==> src/rtl/fracn_cfg_calc.sv <==
module fracn_cfg_calc #(
  parameter int unsigned REF_HZ = 19_200_000
) (
  input  logic        clk,
  input  logic        rst_n,
  input  logic        start,
  input  logic [31:0] rate_hz,
  output logic        busy,
  output logic        done,
  output logic        err,
  output logic        dbl_en,
  output logic        frac_en,
  output logic        bypass_en,
  output logic [5:0]  byp_div,
  output logic [5:0]  dc_off,
  output logic [7:0]  seed_lo,
  output logic [7:0]  seed_hi,
  output logic [7:0]  cal_lo,
  output logic [7:0]  cal_hi,
  output logic [3:0]  lpf_code
);
  localparam int unsigned STEP_F = REF_HZ / 500;
  localparam int unsigned STEP_I = REF_HZ / 1000;
  localparam int unsigned NTAB   = 10;
  localparam logic [31:0] THR [NTAB] = '{32'd479_500_000, 32'd480_000_000, 32'd575_500_000,
    32'd576_000_000, 32'd610_500_000, 32'd659_500_000, 32'd671_500_000, 32'd672_000_000,
    32'd708_500_000, 32'd750_000_000};
  localparam logic [3:0] CODE [NTAB] = '{4'd8, 4'd11, 4'd8, 4'd12, 4'd8, 4'd9, 4'd10,
    4'd14, 4'd10, 4'd11};

  typedef enum logic [1:0] {IDLE, DIV, LOAD} st_t;
  st_t st;
  logic [2:0]  stage;
  logic [4:0]  cnt;
  logic [31:0] acc, quo, dvs, divfb_r;
  logic [15:0] seed_r;
  logic [5:0]  int_r;
  logic [3:0]  lpf_r;
  logic        frac_r;

  logic        lpf_hit;
  logic [3:0]  lpf_val;
  always_comb begin
    lpf_hit = 1'b0;
    lpf_val = '0;
    for (int i = NTAB - 1; i >= 0; i--)
      if (rate_hz <= THR[i]) begin
        lpf_hit = 1'b1;
        lpf_val = CODE[i];
      end
  end

  wire [32:0] trial = {acc, quo[31]};
  wire        ge    = trial >= {1'b0, dvs};
  wire [31:0] gen   = 32'(divfb_r * (frac_r ? STEP_F : STEP_I));

  assign busy = (st != IDLE);

  always_ff @(posedge clk or negedge rst_n) begin
    if (!rst_n) begin
      st <= IDLE; stage <= '0; cnt <= '0;
      acc <= '0; quo <= '0; dvs <= '0; divfb_r <= '0;
      seed_r <= '0; int_r <= '0; lpf_r <= '0; frac_r <= 1'b0;
      done <= 1'b0; err <= 1'b0; dbl_en <= 1'b0; frac_en <= 1'b0; bypass_en <= 1'b0;
      byp_div <= '0; dc_off <= '0; seed_lo <= '0; seed_hi <= '0;
      cal_lo <= '0; cal_hi <= '0; lpf_code <= '0;
    end else begin
      done <= 1'b0;
      case (st)
        IDLE: if (start) begin
          if (!lpf_hit) begin
            done <= 1'b1; err <= 1'b1; dbl_en <= 1'b0; frac_en <= 1'b0;
            bypass_en <= 1'b0; byp_div <= '0; dc_off <= '0; seed_lo <= '0;
            seed_hi <= '0; cal_lo <= '0; cal_hi <= '0; lpf_code <= '0;
          end else begin
            lpf_r <= lpf_val;
            acc <= '0; quo <= rate_hz; dvs <= REF_HZ;
            cnt <= '0; stage <= '0; st <= DIV;
          end
        end
        DIV: begin
          acc <= ge ? 32'(trial - {1'b0, dvs}) : trial[31:0];
          quo <= {quo[30:0], ge};
          cnt <= cnt + 5'd1;
          if (cnt == 5'd31) st <= LOAD;
        end
        default: begin
          cnt <= '0;
          stage <= stage + 3'd1;
          st <= DIV;
          case (stage)
            3'd0: begin
              frac_r <= (acc != 0);
              dvs <= (acc != 0) ? STEP_F : STEP_I;
              quo <= rate_hz_q;
              acc <= '0;
            end
            3'd1: begin
              divfb_r <= quo;
              dvs <= 32'd1000; acc <= '0;
            end
            3'd2: begin
              int_r <= quo[5:0] - 6'd1;
              quo <= {acc[15:0], 16'd0}; acc <= '0;
            end
            3'd3: begin
              seed_r <= quo[15:0];
              quo <= gen; dvs <= 32'd1_000_000; acc <= '0;
            end
            default: begin
              st <= IDLE; done <= 1'b1; err <= 1'b0;
              dbl_en <= frac_r; frac_en <= frac_r; bypass_en <= !frac_r;
              byp_div <= frac_r ? 6'd0 : int_r;
              dc_off  <= frac_r ? int_r : 6'd0;
              seed_lo <= frac_r ? seed_r[7:0] : 8'd0;
              seed_hi <= frac_r ? seed_r[15:8] : 8'd0;
              cal_hi <= quo[15:8]; cal_lo <= quo[7:0];
              lpf_code <= lpf_r;
            end
          endcase
        end
      endcase
    end
  end

  logic [31:0] rate_hz_q;
  always_ff @(posedge clk or negedge rst_n)
    if (!rst_n) rate_hz_q <= '0;
    else if (st == IDLE && start) rate_hz_q <= rate_hz;


  done_pulse_chk: assert property (@(posedge clk) disable iff (!rst_n) done |=> !done);

  done_idle_chk: assert property (@(posedge clk) disable iff (!rst_n) done |-> !busy);

  hold_cfg_chk: assert property (@(posedge clk) disable iff (!rst_n)
    !done |-> $stable({err, dbl_en, frac_en, bypass_en, byp_div, dc_off,
                       seed_lo, seed_hi, cal_lo, cal_hi, lpf_code}));

  busy_start_chk: assert property (@(posedge clk) disable iff (!rst_n) $rose(busy) |-> $past(start));

  lpf_valid_chk: assert property (@(posedge clk) disable iff (!rst_n) (done && !err) |-> (lpf_code != 4'd0));
endmodule

==> config.mk <==
export PLATFORM = sky130hd
export DESIGN_NAME = fracn_cfg_calc
export DESIGN_NICKNAME = d
export VERILOG_FILES = /design/src/rtl/fracn_cfg_calc.sv
export SDC_FILE = /design/constraint.sdc
export NUM_CORES = 1
export LEC_CHECK = 0
export BUFFER_PORTS_ARGS = -buffer_cell sky130_fd_sc_hd__clkbuf_2
export CORE_MARGIN = 2
export CORE_UTILIZATION = 51
export DETAILED_ROUTE_END_ITERATION = 16
export HOLD_SLACK_MARGIN = 0.05
export PLACE_DENSITY = 0.71
export SLEW_MARGIN = 30
export SYNTH_ARGS = -nofsm -noshare
export SYNTH_HDL_FRONTEND = slang
export SYNTH_SLANG_ARGS = --single-unit
==> constraint.sdc <==
create_clock -name clk -period 7.78 [get_ports clk]
set_input_delay 0 -clock clk [delete_from_list [all_inputs] [get_ports clk]]
set_output_delay 0 -clock clk [all_outputs]
set_load 0.005 [all_outputs]
==> impl_metrics.toml, run 1 <==
[status]
outcome = "finished with violations"
violations = "hold timing"

[synth]
synth_compound_area_share_pct = 14.6
yosysUniqueCellTypes = 81
synth_area_um2 = 16100
synth_top_family_by_area = "adder cells"
ys_warn_count = 0
yosysSeqAreaShare_pct = 34.1
synth_top_area_cell = "dfrtp_1"
synth.area.top_cells = "dfrtp_1 (34%), ha_1 (10%), fa_1 (8.8%)"
synth.mux.area_fraction_pct = 4.70
synth-simple-area-share_pct = 17.5
synth.most_common_cell = "nand2_1"
syn_inst = 1793
synth_adder_area_share_pct = 19.0
synth-xor-area-share_pct = 2.66
synth_edf_count = 0
async_reset_ff_share_pct = 100
netlist_top_cells_count = "nand2_1 (270), dfrtp_1 (220), inv_1 (207)"
yosys.area.top_type_share_pct = 34.1
ys_ff_latch = 220
syn-mean-instance-area_um2 = 9.00
synthFlopType = "dfrtp_1"

[sta]
maxSlewViolCount = 0
clock.fmax_mhz = 151
fin_worst_skew_ns = 0.0119
whs_ns = -0.000789
worst_slew_pin_slew_ns = 0.949
hold_viol_final = 1
setup_ws_ns = 1.16
fin_setup_tns_ns = 0
rsz0062_at_grt = "false"
finalSetupViolCount = 0
relSlewSlack_pct = 36.7
fin_crit_ns = 6.62
fin_crit_sh_pct = 85.0

[floorplan]
rows = 65
ios = 89
die-area_um2 = 33100
core-area_um2 = 31400
die_y_um = 182
start_util_pct = 51.4
die_w_um = 182

[route]
num_vias = 13300
avgViaCountPerCell = 5.81
avgRoutedWirePerCell_um = 18.5
ant_nets = 0
drt_iter0_drc = 1022
drtPass1Iterations = 6
drc = 0
drt_wl_total_mm = 42.4

[layout]
stdcell_count = 2297
fillers = 2799
nNetsFinal = 2114
syn_to_final_growth_pct = 12.4
final_layout_size_suffix_gt1_share_pct = 11.9
design_area_um2 = 18100
diodes = 0
post-route-util_pct = 57.8

[clock_tree]
cts_buffers = 26
hold_buffers = 32
clkTransAtPathRegs_ns = 0.06
clk_path_buf_depth = 3
post_cts_resized = 0
tritoncts = "done"
cts_max_level = 1
cts_root_buf = "clkbuf_16"
postCtsSetupBuffers = 0
clock_latency_ns = 0.54
clock_sinks = 220

[global_routing]
grt_first_pass_wirelength_mm = 69.1
grt_overflow = 0
grt_pass1_vias = 13100
track_usage_pct = 25.9
grt_max_degree = 80
antenna_found_initial = 1

[flow_run]
maxCapViolCount = 0

[critical_path]
crit_arrival_ns = 7.01
worstPathRequired_ns = 8.17
crit_type = "flop to flop"
path_max_fanout = 33
startpoint_type = "flop"
endpoint_kind = "flop"

[placement]
post-place-ws_ns = 1.19
portBuffers = 88
dp_cells = 2219
dpl_cell_area_um2 = 16900
gp_congestion = 0.988
hpwlAfterDp_mm = 31.1

[pwr]
p_total_mw = 5.29
p_leak_nw = 9.17
ir_drop_uv = 160
power-per-cell-area_nw_per_um2 = 292

[min_path]
hold_class = "input pin to asynchronous set/reset pin"
==> kinds of logic (layout without fill, tap and decap cells) <==
family | Yosys count | after routing
AO/OA/AOI/OAI | 351 | 351
XOR/XNOR | 49 | 49
flip-flops | 220 | 220
multiplexers | 70 | 70
buffers and inverters | 307 | 395
AND/OR/NAND/NOR | 592 | 592
other | 2 | 16
adder cells (fa/ha/maj) | 202 | 202
==> routing by layer <==
layer,track usage [%],part of all wire [%]
met5,0,0.031
met4,8.16,2.8
met3,3.41,6.3
met2,40.7,46
met1,37.5,45
==> path summary, 6_finish.rpt <==
kind                                       from                   endpoint  depth (start not counted)  slack, ns
max                          frac_r$_DFFE_PN0P_        quo[28]$_DFFE_PN0P_                         20       1.16
min reg2reg                lpf_r[3]$_DFFE_PN0P_    lpf_code[3]$_DFFE_PN0P_                          2       0.45
min in group clk                          start  rate_hz_q[20]$_DFFE_PN0P_                          5       0.07
max in group asynchronous                 rst_n    divfb_r[12]$_DFFE_PN0P_                          3       6.66
max reg2reg                  frac_r$_DFFE_PN0P_        quo[28]$_DFFE_PN0P_                         20       1.16
min                                       rst_n         cnt[0]$_DFFE_PN0P_                          2    -0.0008
==> final cells by class <==
type                    instances  area [µm²]  area share [%]
multi-input cells            1280        9530            52.6
flip-flops and latches        220        5510            30.4
repair buffers                139         921            5.08
inverters                     210         788            4.35
clock buffers                  36         749            4.13
well taps                     402         503            2.77
clock inverters                10         136           0.752
==> cells in the final DEF (no fill, tap or decap), drive strengths merged, types with 28 or more instances in the layout <==
cell type | netlist | routed
nand3 | 55 | 55
nor3 | 28 | 28
xnor2 | 32 | 32
o21ai | 111 | 111
nand2 | 270 | 270
clkbuf | 87 | 123
nor2b | 39 | 39
a21oi | 58 | 58
nor2 | 69 | 69
dlygate4sd3 | 0 | 32
ha | 131 | 131
mux2 | 46 | 46
fa | 71 | 71
inv | 208 | 209
a22o | 39 | 39
dfrtp | 220 | 220
==> sequential cells by signal, summed over array words and instances (netlist names), 2 cells and up <==
name	count
quo	32
int_r	6
divfb_r	24
lpf_code	4
seed_r	16
lpf_r	4
seed_hi	8
byp_div	6
dvs	11
cal_hi	8
st	2
dc_off	6
acc	32
stage	3
cnt	5
seed_lo	8
cal_lo	8
rate_hz_q	32
==> where the power goes <==
group | switching (mW) | leakage (nW) | internal (mW)
logic | 1.25 | 5.87 | 0.924
registers | 0.397 | 2.86 | 1.46
clock network | 0.490 | 0.438 | 0.771
total | 2.13 | 9.17 | 3.16
==> critical path, stage by stage, from the launching register on <==
cell,delay [ns]
dfrtp_1,0.96
nor2b_1,0.16
nor2_1,0.23
inv_1,0.07
ha_1,0.20
fa_1,0.54
inv_1,0.05
fa_1,0.46
fa_1,0.56
inv_1,0.04
ha_1,0.28
ha_1,0.34
fa_1,0.48
a21o_1,0.20
a21oi_1,0.26
o21ai_0,0.20
a221oi_1,0.58
a21oi_1,0.23
and4b_1,0.24
o32ai_1,0.27
o21ai_0,0.10
(Power assumes the default switching activity.)
==> run 2, diff against run 1 <==
--- a/config.mk
+++ b/config.mk
@@ -7,10 +7,10 @@
 export LEC_CHECK = 0
 export BUFFER_PORTS_ARGS = -buffer_cell sky130_fd_sc_hd__clkbuf_2
 export CORE_MARGIN = 2
-export CORE_UTILIZATION = 51
+export CORE_UTILIZATION = 50
 export DETAILED_ROUTE_END_ITERATION = 16
 export HOLD_SLACK_MARGIN = 0.05
-export PLACE_DENSITY = 0.71
+export PLACE_DENSITY = 0.7
 export SLEW_MARGIN = 30
 export SYNTH_ARGS = -nofsm -noshare
 export SYNTH_HDL_FRONTEND = slang
==> impl_metrics.toml, run 2 (synthesis gave the netlist of run 1 again) <==
[status]
outcome = "finished, final reports clean"

[critical_path]
endpoint_kind = "flop"
cpMostUsedCell = "inv_1"
crit_path_max_incr_delay_ns = 0.94
crit_arrival_ns = 6.95
worstPathRequired_ns = 8.15
r2r_start = "frac_r$_DFFE_PN0P_"
path_max_fanout = 30
reg2regPathDepth = 22
reg2reg_slack_ns = 1.20
crit_type = "flop to flop"
r2r-end = "quo[30]$_DFFE_PN0P_"
crit_chain = "buf_4 -> nor2b_1 -> nor2_1 -> inv_1 -> ha_1 -> inv_1 -> fa_1 -> inv_1 -> fa_1 -> inv_1 -> fa_1 -> inv_1 -> ha_1 -> ha_1 -> ha_1 -> o21ai_0 -> nor3_1 -> a221oi_1 -> a21oi_1 -> and4b_1 -> o32ai_1 -> o21ai_0"
startpoint_type = "flop"
critPathSlowestCell = "dfrtp_1"

[route]
avgViaCountPerCell = 5.78
num_vias = 13300
routed.top_layer = "met4"
drc = 0
drt_wl_total_mm = 42.7
avgRoutedWirePerCell_um = 18.6
drtPass1Iterations = 8
met1_length_mm = 19.5
ant_nets = 0
drt_iter0_drc = 1164
routed-wl-met3_mm = 2.60
wl_met2_mm = 19.6

[layout]
fillers = 2845
post-route-util_pct = 57.2
final_common_cell = "nand2_1"
final_layout_size_suffix_gt1_share_pct = 11.9
diodes = 0
reg_top3 = "acc x32, quo x32, rate_hz_q x32"
final_cell_mix = "nand2_1 (266), dfrtp_1 (220), inv_1 (207)"
syn_to_final_growth_pct = 12.1
nNetsFinal = 2114
design_area_um2 = 18100

[sta]
relSlewSlack_pct = 34.3
maxSlewViolCount = 0
setup_ws_ns = 1.20
hold_viol_final = 0
fin_setup_tns_ns = 0
worst_slew_pin_slew_ns = 0.986
rsz0062_at_grt = "false"
clock.fmax_mhz = 152
fin_crit_sh_pct = 84.6
fin_worst_skew_ns = 0.0157
fin_crit_ns = 6.58
finalSetupViolCount = 0

[pwr]
pwr-share-clk_pct = 22.9
swShare_pct = 40.8
power_switching_mw = 2.14
p_seq_share_pct = 35.6
p_int_mw = 3.11
ir_drop_uv = 167
combPwrFrac_pct = 41.5
p_leak_nw = 9.15
power-per-cell-area_nw_per_um2 = 290

[clock_tree]
tritoncts = "done"
cts_buffers = 25
cts_max_level = 1
hold_buffers = 34
post_cts_resized = 0
clock_latency_ns = 0.53
clock_sinks = 220
cts_root_buf = "clkbuf_16"
clkTransAtPathRegs_ns = 0.06
postCtsSetupBuffers = 0
clk_path_buf_depth = 3

[global_routing]
grt_overflow = 0
track_usage_pct = 26.0
antenna_found_initial = 0
grt_max_degree = 90
grt_pass1_vias = 13200
grt_first_pass_wirelength_mm = 70.5

[floorplan]
die_y_um = 184
ios = 89
start_util_pct = 51.0
die-area_um2 = 33700
rows = 65
die_w_um = 184
core-area_um2 = 31600

[placement]
post-place-ws_ns = 1.25
portBuffers = 88
hpwlAfterDp_mm = 31.5
gp_congestion = 0.938
dpl_cell_area_um2 = 16900

[flow_run]
maxCapViolCount = 0

[min_path]
hold_class = "input pin to asynchronous set/reset pin"
-- run 2: changes by cell type in the layout (fill, tap and decap cells not counted), moves of 2 or more --
cell           before  now
clkbuf_16          27   25
dlygate4sd3_1      32   34
clkinv_4            2    0
clkbuf_8            4    6
nand2_1           268  266
nand2_2             2    4
-- run 2: worst max path at each step --
stage,from,endpoint,depth (start not counted)
2_1_floorplan,frac_r$_DFFE_PN0P_,quo[30]$_DFFE_PN0P_,23
3_3_place_gp,frac_r$_DFFE_PN0P_,quo[30]$_DFFE_PN0P_,22
3_5_place_dp,frac_r$_DFFE_PN0P_,quo[30]$_DFFE_PN0P_,22
4_1_cts,frac_r$_DFFE_PN0P_,quo[30]$_DFFE_PN0P_,22
5_1_grt,frac_r$_DFFE_PN0P_,quo[30]$_DFFE_PN0P_,22
6_report,frac_r$_DFFE_PN0P_,quo[30]$_DFFE_PN0P_,22
-- run 2: worst max-delay path: cells and delay by family (launching register included) --
family / cells / cell delay (ns)
adder cells (fa/ha/maj): 7 / 2.70
AND/OR/NAND/NOR: 4 / 0.59
AO/OA/AOI/OAI: 5 / 1.58
flip-flops: 1 / 0.94
buffers and inverters: 6 / 0.57
-- run 2: power groups by stage --
stage | Clock (mW) | Sequential (mW) | Combinational, mW
floorplan | 0 | 1.66 | 1.71
global placement | 0 | 1.86 | 2.07
detailed placement | 0 | 1.87 | 2.14
CTS | 1.22 | 1.86 | 2.18
global route | 1.27 | 1.90 | 2.50
finish | 1.20 | 1.87 | 2.18
-- run 2: area by class of cell --
type                       count  area (µm²)  area share, %
inverter                     210         788           4.36
clock buffer                  37         731           4.04
multi-input combinational   1280        9530           52.7
tap                          402         503           2.78
sequential                   220        5510           30.4
clock inverter                 9         101          0.560
timing repair buffer         140         930           5.14
-- run 2: metal layers --
metal  track usage, %  up-vias
met4             6.72        0
li1                 -     6282
met1             38.3     6509
met3             2.67       70
met2             41.3      415
met5                0        -
-- run 2: per-stage QoR --
step                cells  hold slack [ns]  power, mW
floorplan            1807           -0.296       3.37
global placement     2218           0.0478       3.94
detailed placement   2218           0.0497       4.01
CTS                  2298           0.0519       5.25
global route         2298            0.119       5.66
finish               2298           0.0436       5.25
